**src/rtl/pwm_bank_pkg.sv**
```systemverilog
// Package: shared constants and types for the PWM DAC bank.
// Assumes an 8-bit duty resolution throughout the bank.
package pwm_bank_pkg;
    localparam int DUTY_W = 8;
    typedef logic [DUTY_W-1:0] duty_t;
    localparam duty_t DUTY_MID = duty_t'(1 << (DUTY_W - 1));
endpackage

```
**src/rtl/pwm_timebase.sv**
```systemverilog
// Module: shared free-running period counter.
// Steps once per clock and flags the last count of each period.
// Assumes a synchronous active-low reset that holds the count at zero.
module pwm_timebase #(
    parameter int CNT_W = 8
) (
    input  logic             clk,
    input  logic             rst_n,
    output logic [CNT_W-1:0] cnt,
    output logic             wrap
);
    // Advance the period counter; it rolls over naturally.
    always_ff @(posedge clk) begin
        if (!rst_n) cnt <= '0;
        else        cnt <= cnt + 1'b1;
    end

    // Last count of the period: the next edge starts a new period.
    assign wrap = (cnt == {CNT_W{1'b1}});

    AST_CNT_STEP: assert property (@(posedge clk) disable iff (!rst_n)
        (cnt != {CNT_W{1'b1}}) |=> (cnt == $past(cnt) + 1'b1));
    AST_CNT_WRAP: assert property (@(posedge clk) disable iff (!rst_n)
        (cnt == {CNT_W{1'b1}}) |=> (cnt == '0));
endmodule

```
**src/rtl/pwm_channel.sv**
```systemverilog
// Module: one PWM channel with a shadow duty register.
// The written value waits in the shadow register and moves into the active
// register at the period wrap. A write on the wrap edge is forwarded.
// Assumes cnt and wrap come from the shared pwm_timebase.
module pwm_channel #(
    parameter int                 CNT_W   = 8,
    parameter logic [CNT_W-1:0]   RST_VAL = '0
) (
    input  logic             clk,
    input  logic             rst_n,
    input  logic [CNT_W-1:0] cnt,
    input  logic             wrap,
    input  logic             wr,
    input  logic [CNT_W-1:0] wdata,
    output logic [CNT_W-1:0] duty_q,
    output logic             pwm
);
    logic [CNT_W-1:0] act;

    // Shadow register: holds the most recently written duty value.
    always_ff @(posedge clk) begin
        if (!rst_n)  duty_q <= RST_VAL;
        else if (wr) duty_q <= wdata;
    end

    // Active register: reloads only at the wrap, forwarding a same-edge write.
    always_ff @(posedge clk) begin
        if (!rst_n)    act <= RST_VAL;
        else if (wrap) act <= wr ? wdata : duty_q;
    end

    // Comparator: high while the counter is below the active duty.
    assign pwm = (cnt < act);

    AST_ACT_HOLD: assert property (@(posedge clk) disable iff (!rst_n)
        !wrap |=> $stable(act));
    AST_WRAP_LOAD: assert property (@(posedge clk) disable iff (!rst_n)
        (wrap && !wr) |=> (act == $past(duty_q)));
    AST_RISE_AT_START: assert property (@(posedge clk) disable iff (!rst_n)
        $rose(pwm) |-> (cnt == '0));
endmodule

```
**src/rtl/pwm_pin_mux.sv**
```systemverilog
// Module: per-pin selection between PWM waveform and port data.
// An active-low select bit of 0 hands the pin to the PWM channel.
// Assumes a purely combinational path; the pad registers it if needed.
module pwm_pin_mux #(
    parameter int N_PIN = 6
) (
    input  logic [N_PIN-1:0] sel_n,
    input  logic [N_PIN-1:0] pwm,
    input  logic [N_PIN-1:0] port,
    output logic [N_PIN-1:0] pin
);
    for (genvar k = 0; k < N_PIN; k++) begin : g_pin
        // Select the pin's source per its own select bit.
        assign pin[k] = sel_n[k] ? port[k] : pwm[k];
    end
endmodule

```
**src/rtl/pwm_dac_bank.sv**
```systemverilog
// Module: top of the PWM DAC bank.
// Decodes register writes, drives the read bus, holds the pin-select register
// and instantiates the shared counter, the channels and the pin muxes.
// Assumes channel i duty lives at address i, and the select register sits
// right after the last channel.
module pwm_dac_bank
    import pwm_bank_pkg::*;
#(
    parameter int N_CH     = 14,
    parameter int N_SHARED = 6,
    parameter int ADDR_W   = 5
) (
    input  logic                    clk,
    input  logic                    rst_n,
    input  logic                    wr_en,
    input  logic [ADDR_W-1:0]       addr,
    input  logic [DUTY_W-1:0]       wdata,
    output logic [DUTY_W-1:0]       rdata,
    input  logic [N_SHARED-1:0]     port_data,
    output logic [N_CH-N_SHARED-1:0] pwm_ded,
    output logic [N_SHARED-1:0]     pwm_shared
);
    localparam int               N_DED   = N_CH - N_SHARED;
    localparam logic [ADDR_W-1:0] SEL_ADR = ADDR_W'(N_CH);

    logic [DUTY_W-1:0]   cnt;
    logic                wrap;
    logic [N_CH-1:0]     pwm_all;
    logic [N_CH-1:0]     wr_ch;
    duty_t               duty_q [N_CH];
    logic [N_SHARED-1:0] sel_n;

    pwm_timebase #(.CNT_W(DUTY_W)) u_tb (
        .clk  (clk),
        .rst_n(rst_n),
        .cnt  (cnt),
        .wrap (wrap)
    );

    for (genvar i = 0; i < N_CH; i++) begin : g_ch
        // Write strobe for channel i.
        assign wr_ch[i] = wr_en && (addr == ADDR_W'(i));

        pwm_channel #(.CNT_W(DUTY_W), .RST_VAL(DUTY_MID)) u_ch (
            .clk   (clk),
            .rst_n (rst_n),
            .cnt   (cnt),
            .wrap  (wrap),
            .wr    (wr_ch[i]),
            .wdata (wdata),
            .duty_q(duty_q[i]),
            .pwm   (pwm_all[i])
        );
    end

    // Pin-select register: resets to all ones so port data owns every pin.
    always_ff @(posedge clk) begin
        if (!rst_n)                         sel_n <= '1;
        else if (wr_en && addr == SEL_ADR)  sel_n <= wdata[N_SHARED-1:0];
    end

    // Read bus: duty shadow, select register, or zero for unmapped addresses.
    always_comb begin
        rdata = '0;
        for (int i = 0; i < N_CH; i++)
            if (addr == ADDR_W'(i)) rdata = duty_q[i];
        if (addr == SEL_ADR) rdata = DUTY_W'(sel_n);
    end

    assign pwm_ded = pwm_all[N_DED-1:0];

    pwm_pin_mux #(.N_PIN(N_SHARED)) u_mux (
        .sel_n(sel_n),
        .pwm  (pwm_all[N_CH-1:N_DED]),
        .port (port_data),
        .pin  (pwm_shared)
    );

    for (genvar k = 0; k < N_SHARED; k++) begin : g_chk
        AST_PORT_OWNS_PIN: assert property (@(posedge clk) disable iff (!rst_n)
            sel_n[k] |-> (pwm_shared[k] == port_data[k]));
        AST_PWM_OWNS_PIN: assert property (@(posedge clk) disable iff (!rst_n)
            !sel_n[k] |-> (pwm_shared[k] == pwm_all[N_DED+k]));
    end
    AST_UNMAPPED_WRITE: assert property (@(posedge clk) disable iff (!rst_n)
        (wr_en && addr > SEL_ADR) |=> $stable(sel_n));
endmodule

```
**config.mk**
```make
export PLATFORM = sky130hd
export DESIGN_NAME = pwm_dac_bank
export DESIGN_NICKNAME = d
export VERILOG_FILES = /design/src/rtl/pwm_bank_pkg.sv /design/src/rtl/pwm_timebase.sv /design/src/rtl/pwm_channel.sv /design/src/rtl/pwm_pin_mux.sv /design/src/rtl/pwm_dac_bank.sv
export SDC_FILE = /design/constraint.sdc
export NUM_CORES = 1
export LEC_CHECK = 0
export CORE_ASPECT_RATIO = 0.6
export CORE_UTILIZATION = 28
export DETAILED_ROUTE_END_ITERATION = 6
export GPL_TIMING_DRIVEN = 1
export SYNTH_ARGS = -nofsm -noshare
export SYNTH_HDL_FRONTEND = slang
export SYNTH_SLANG_ARGS = --single-unit
```
**constraint.sdc**
```tcl
create_clock -name clk -period 3.22 [get_ports clk]
set_input_delay 0.644 -clock clk [delete_from_list [all_inputs] [get_ports clk]]
set_output_delay 0.644 -clock clk [all_outputs]
set_load 0.02 [all_outputs]
```
==> parameters.txt <==
Parameter                              Value

Drt
  Met3 wire length    2970 um
  Wirelength per Cell    19.9 um
  Met2 WL    16,200 um
  Total Wirelength    42,600 um
  Highest routing layer actually used    met4
  Number of DRC markers in iteration 0    904
  Wire length on met1    22,800 um
  Number of optimization iterations in the first detailed-route pass    5
  DRC violation count after routing    0
  Post-detailed-route via-to-cell ratio    5.00
  Detail Route Antenna Nets    0
  Number of vias in the routed layout    10.7k

Synthesis
  Register area share after synthesis    39.3%
  Top_reg_cell synth    dfxtp_1
  Number of standard cells after synthesis    1,420
  Post-synthesis async set-or-reset flop share    0%
  Total number of yosys warnings    0
  Number of synthesized flops with an enable pin    0
  Synthesized area per cell    8.54 um^2
  Number of storage elements in the synthesis netlist    238
  Yosys cell types    64
  Summed instance area of the synthesized netlist    12,100 um^2
  Synthesized net count    1,541

Timing
  Final-report hold violation count    0
  Worst-case clock skew    10.7 ps
  Setup-failing EPs final    0
  Final worst path period share    99.4%
  Post-route setup slack    18.9 ps
  Setup repair after global routing missed its margin    true
  Max-slew violation total from the final report    0
  Worst relative slew slack    50.1%
  Time the worst path needs with I/O delays and setup    3200 ps
  Min Hold Slack    489 ps
  Worst Tran Pin Value    749 ps
  Max frequency    0.312 GHz

Power and ir drop
  Leakage power of the design    6.63 nW
  Maximum VDD drop    0.000227 V
  Power density cells    417 nW/um^2

Critical path
  Count of buffer and inverter cells on the critical path    6
  Biggest fanout along the worst timing path    17
  Worst path slowest cell    a22oi_1
  Largest stage delay on the critical path    260 ps
  Element type at the critical path end    primary output
  Crit Path Category    input port to primary output
  Most common cell on crit path    buf_4
  Crit path DAT    2560 ps
  Startpoint kind of the worst setup timing path    input port
  Critical path's top delay family    buffers and inverters
  Cell chain of the critical path    dlygate4sd2_1 -> buf_6 -> buf_12 -> nand2_1 -> buf_4 -> nor2_4 -> buf_4 -> a22oi_1 -> nand3_2 -> o22a_1 -> buf_2
  Required @ worst endpoint    2580 ps

Die
  Row Count    58
  Core region area    42,300 um^2
  DIE AREA    44,200 um^2
  Initial cell density of the core    28.7%
  # IOs    44
  Die boundary height    163 um
  Die width    271 um

GRT
  Maximum number of pins on one net before global-route repair    89
  GR Overflow Total    0
  Number of antenna violations at the first check in global routing    0
  Vias in the first global route    10.2k
  GRT Resource Usage Total    19.2%
  Wire length of the first global-routing pass    63,800 um

Worst hold path
  Min-delay worst type    flop to flop

Clock network
  Clock-pin slew on the worst setup and hold paths    70 ps
  H-tree depth reported by CTS    1
  Insertion delay to the later sink of the worst-skew pair    540 ps
  Number of sinks driven by the clock tree    238
  Cts bufs inserted    23
  CTS max path bufs    3
  Clock tree from TritonCTS    yes
  Clock tree root buffer cell    clkbuf_16

Finish
  P&R area growth vs syn    26.8%
  Proportion of layout cells with a drive suffix above 1    18.7%
  Filler-free cell count of the finished design    2,140
  Number of nets in the layout    1,676

Placement
  Setup WS pre-CTS    -970 ps
  Instance count after placement with tap cells included    2,086
  Global placer's final weighted congestion    0.971
  Detailed-placement wirelength estimate    31,200 um
  Number of buffers added on ports    43

Outcome
  Outcome    finished, final reports clean

Job
  Number of violations of the max-capacitance limit    0
area by class of cell:
| class | count | area (um^2) |
|---|---|---|
| flip-flops and latches | 238 | 4770 |
| clock inverters | 6 | 62.6 |
| repair buffers | 200 | 1840 |
| fillers | 4360 | 26900 |
| clock buffers | 33 | 673 |
| multi-input cells | 981 | 6890 |
| inverters | 111 | 422 |
| well taps | 570 | 713 |
| diodes | 1 | 2.50 |
per-stage QoR:
| stage | setup TNS [ps] | instance area, um^2 | total power [mW] | utilization (%) |
|---|---|---|---|---|
| finish | 0 | 15400 | 6.41 | 36.3 |
| global route | -70.1 | 15400 | 6.60 | 36.3 |
| floorplan | 0 | 12100 | 3.33 | - |
| global placement | -6810 | 14200 | 3.65 | 33.5 |
| CTS | -15.1 | 15200 | 6.42 | 35.9 |
| detailed placement | -6680 | 14200 | 3.65 | 33.5 |
routing by layer:
layer  vias up  GRT usage [%]
li1       5207              -
met1      5165           30.0
met2       287           26.3
met3        47           4.29
met4         0           3.03
met5         -              0
state kept, by name, indices dropped and copies added (netlist names):
| signal | count |
|---|---|
| u_tb.cnt | 8 |
| g_ch.u_ch.act | 112 |
| g_ch.u_ch.duty_q | 112 |
| sel_n | 6 |
final timing paths:
| kind | endpoint | slack [ps] | cells past startpoint | from |
|---|---|---|---|---|
| setup / recovery | rdata[1] | 20 | 11 | addr[0] |
| hold reg to reg | g_ch[3].u_ch.act[7] | 490 | 2 | g_ch[3].u_ch.act[7] |
| setup reg to reg | g_ch[9].u_ch.act[5] | 1020 | 10 | u_tb.cnt[1] |
| hold / removal | g_ch[3].u_ch.act[7] | 490 | 2 | g_ch[3].u_ch.act[7] |
timing repair:
action                     CTS  global route
gates resized for setup    133            62
buffers inserted            11             6
pin swaps                   22            29
gates cloned                 1             0
hold buffers                 0             0
setup endpoints to repair   22            18
cell usage in the layout (no fill, tap or decap), types with 24 or more instances in the layout:
cell type / instances
ha_1: 99
buf_4: 134
nand2_1: 73
a211oi_1: 98
nand3_1: 24
inv_1: 109
nor2_1: 248
a21oi_1: 57
o21ai_0: 39
mux2i_1: 115
dfxtp_1: 237
power by group:
group          switching, mW  internal [mW]
combinational          0.396          0.283
clock                   1.23           1.53
sequential            0.0153           2.96
total                   1.64           4.77
Yosys cell counts, types with 4 or more instances:
| master | count | area, um^2 |
|---|---|---|
| o21ai_0 | 43 | 215 |
| nand2_2 | 7 | 43.8 |
| o32ai_1 | 4 | 35.0 |
| mux2i_1 | 116 | 1160 |
| clkbuf_1 | 55 | 206 |
| dfxtp_1 | 238 | 4760 |
| o41ai_1 | 8 | 70.1 |
| o211ai_1 | 16 | 120 |
| inv_1 | 110 | 413 |
| a211oi_1 | 102 | 766 |
| buf_2 | 18 | 90.1 |
| nor2b_1 | 22 | 138 |
| buf_4 | 12 | 90.1 |
| nor2_1 | 255 | 957 |
| and3_1 | 5 | 31.3 |
| buf_1 | 5 | 18.8 |
| nand3b_1 | 4 | 30.0 |
| or3_1 | 10 | 62.6 |
| ha_1 | 99 | 1240 |
| nand2b_1 | 19 | 119 |
| o22ai_1 | 10 | 62.6 |
| a21oi_1 | 66 | 330 |
| nor3_1 | 19 | 95.1 |
| a221oi_1 | 5 | 43.8 |
| nand3_1 | 27 | 135 |
| a31oi_1 | 9 | 56.3 |
| a211o_1 | 4 | 35.0 |
| nand2_1 | 73 | 274 |
| a22oi_1 | 6 | 45.0 |
cell families (layout without fill, tap and decap cells):
kind of cell | Yosys count | after routing | synth area share [%]
AOI/OAI and AO/OA | 291 | 291 | 16.0
muxes | 116 | 116 | 9.58
xor gates and xnor gates | 4 | 4 | 0.289
adders and majority gates | 99 | 99 | 10.2
buffers and inverters | 201 | 350 | 6.78
DFF | 238 | 238 | 39.3
and+or+nand+nor | 471 | 471 | 17.8
other | 0 | 1 | 0
tightest hold or removal path, cell delays in order (launching register included):
cell and delay [ps]:
dfxtp_1 330, nand2_1 50, o211ai_1 80
No activity file was read; power rests on OpenSTA's default activity.
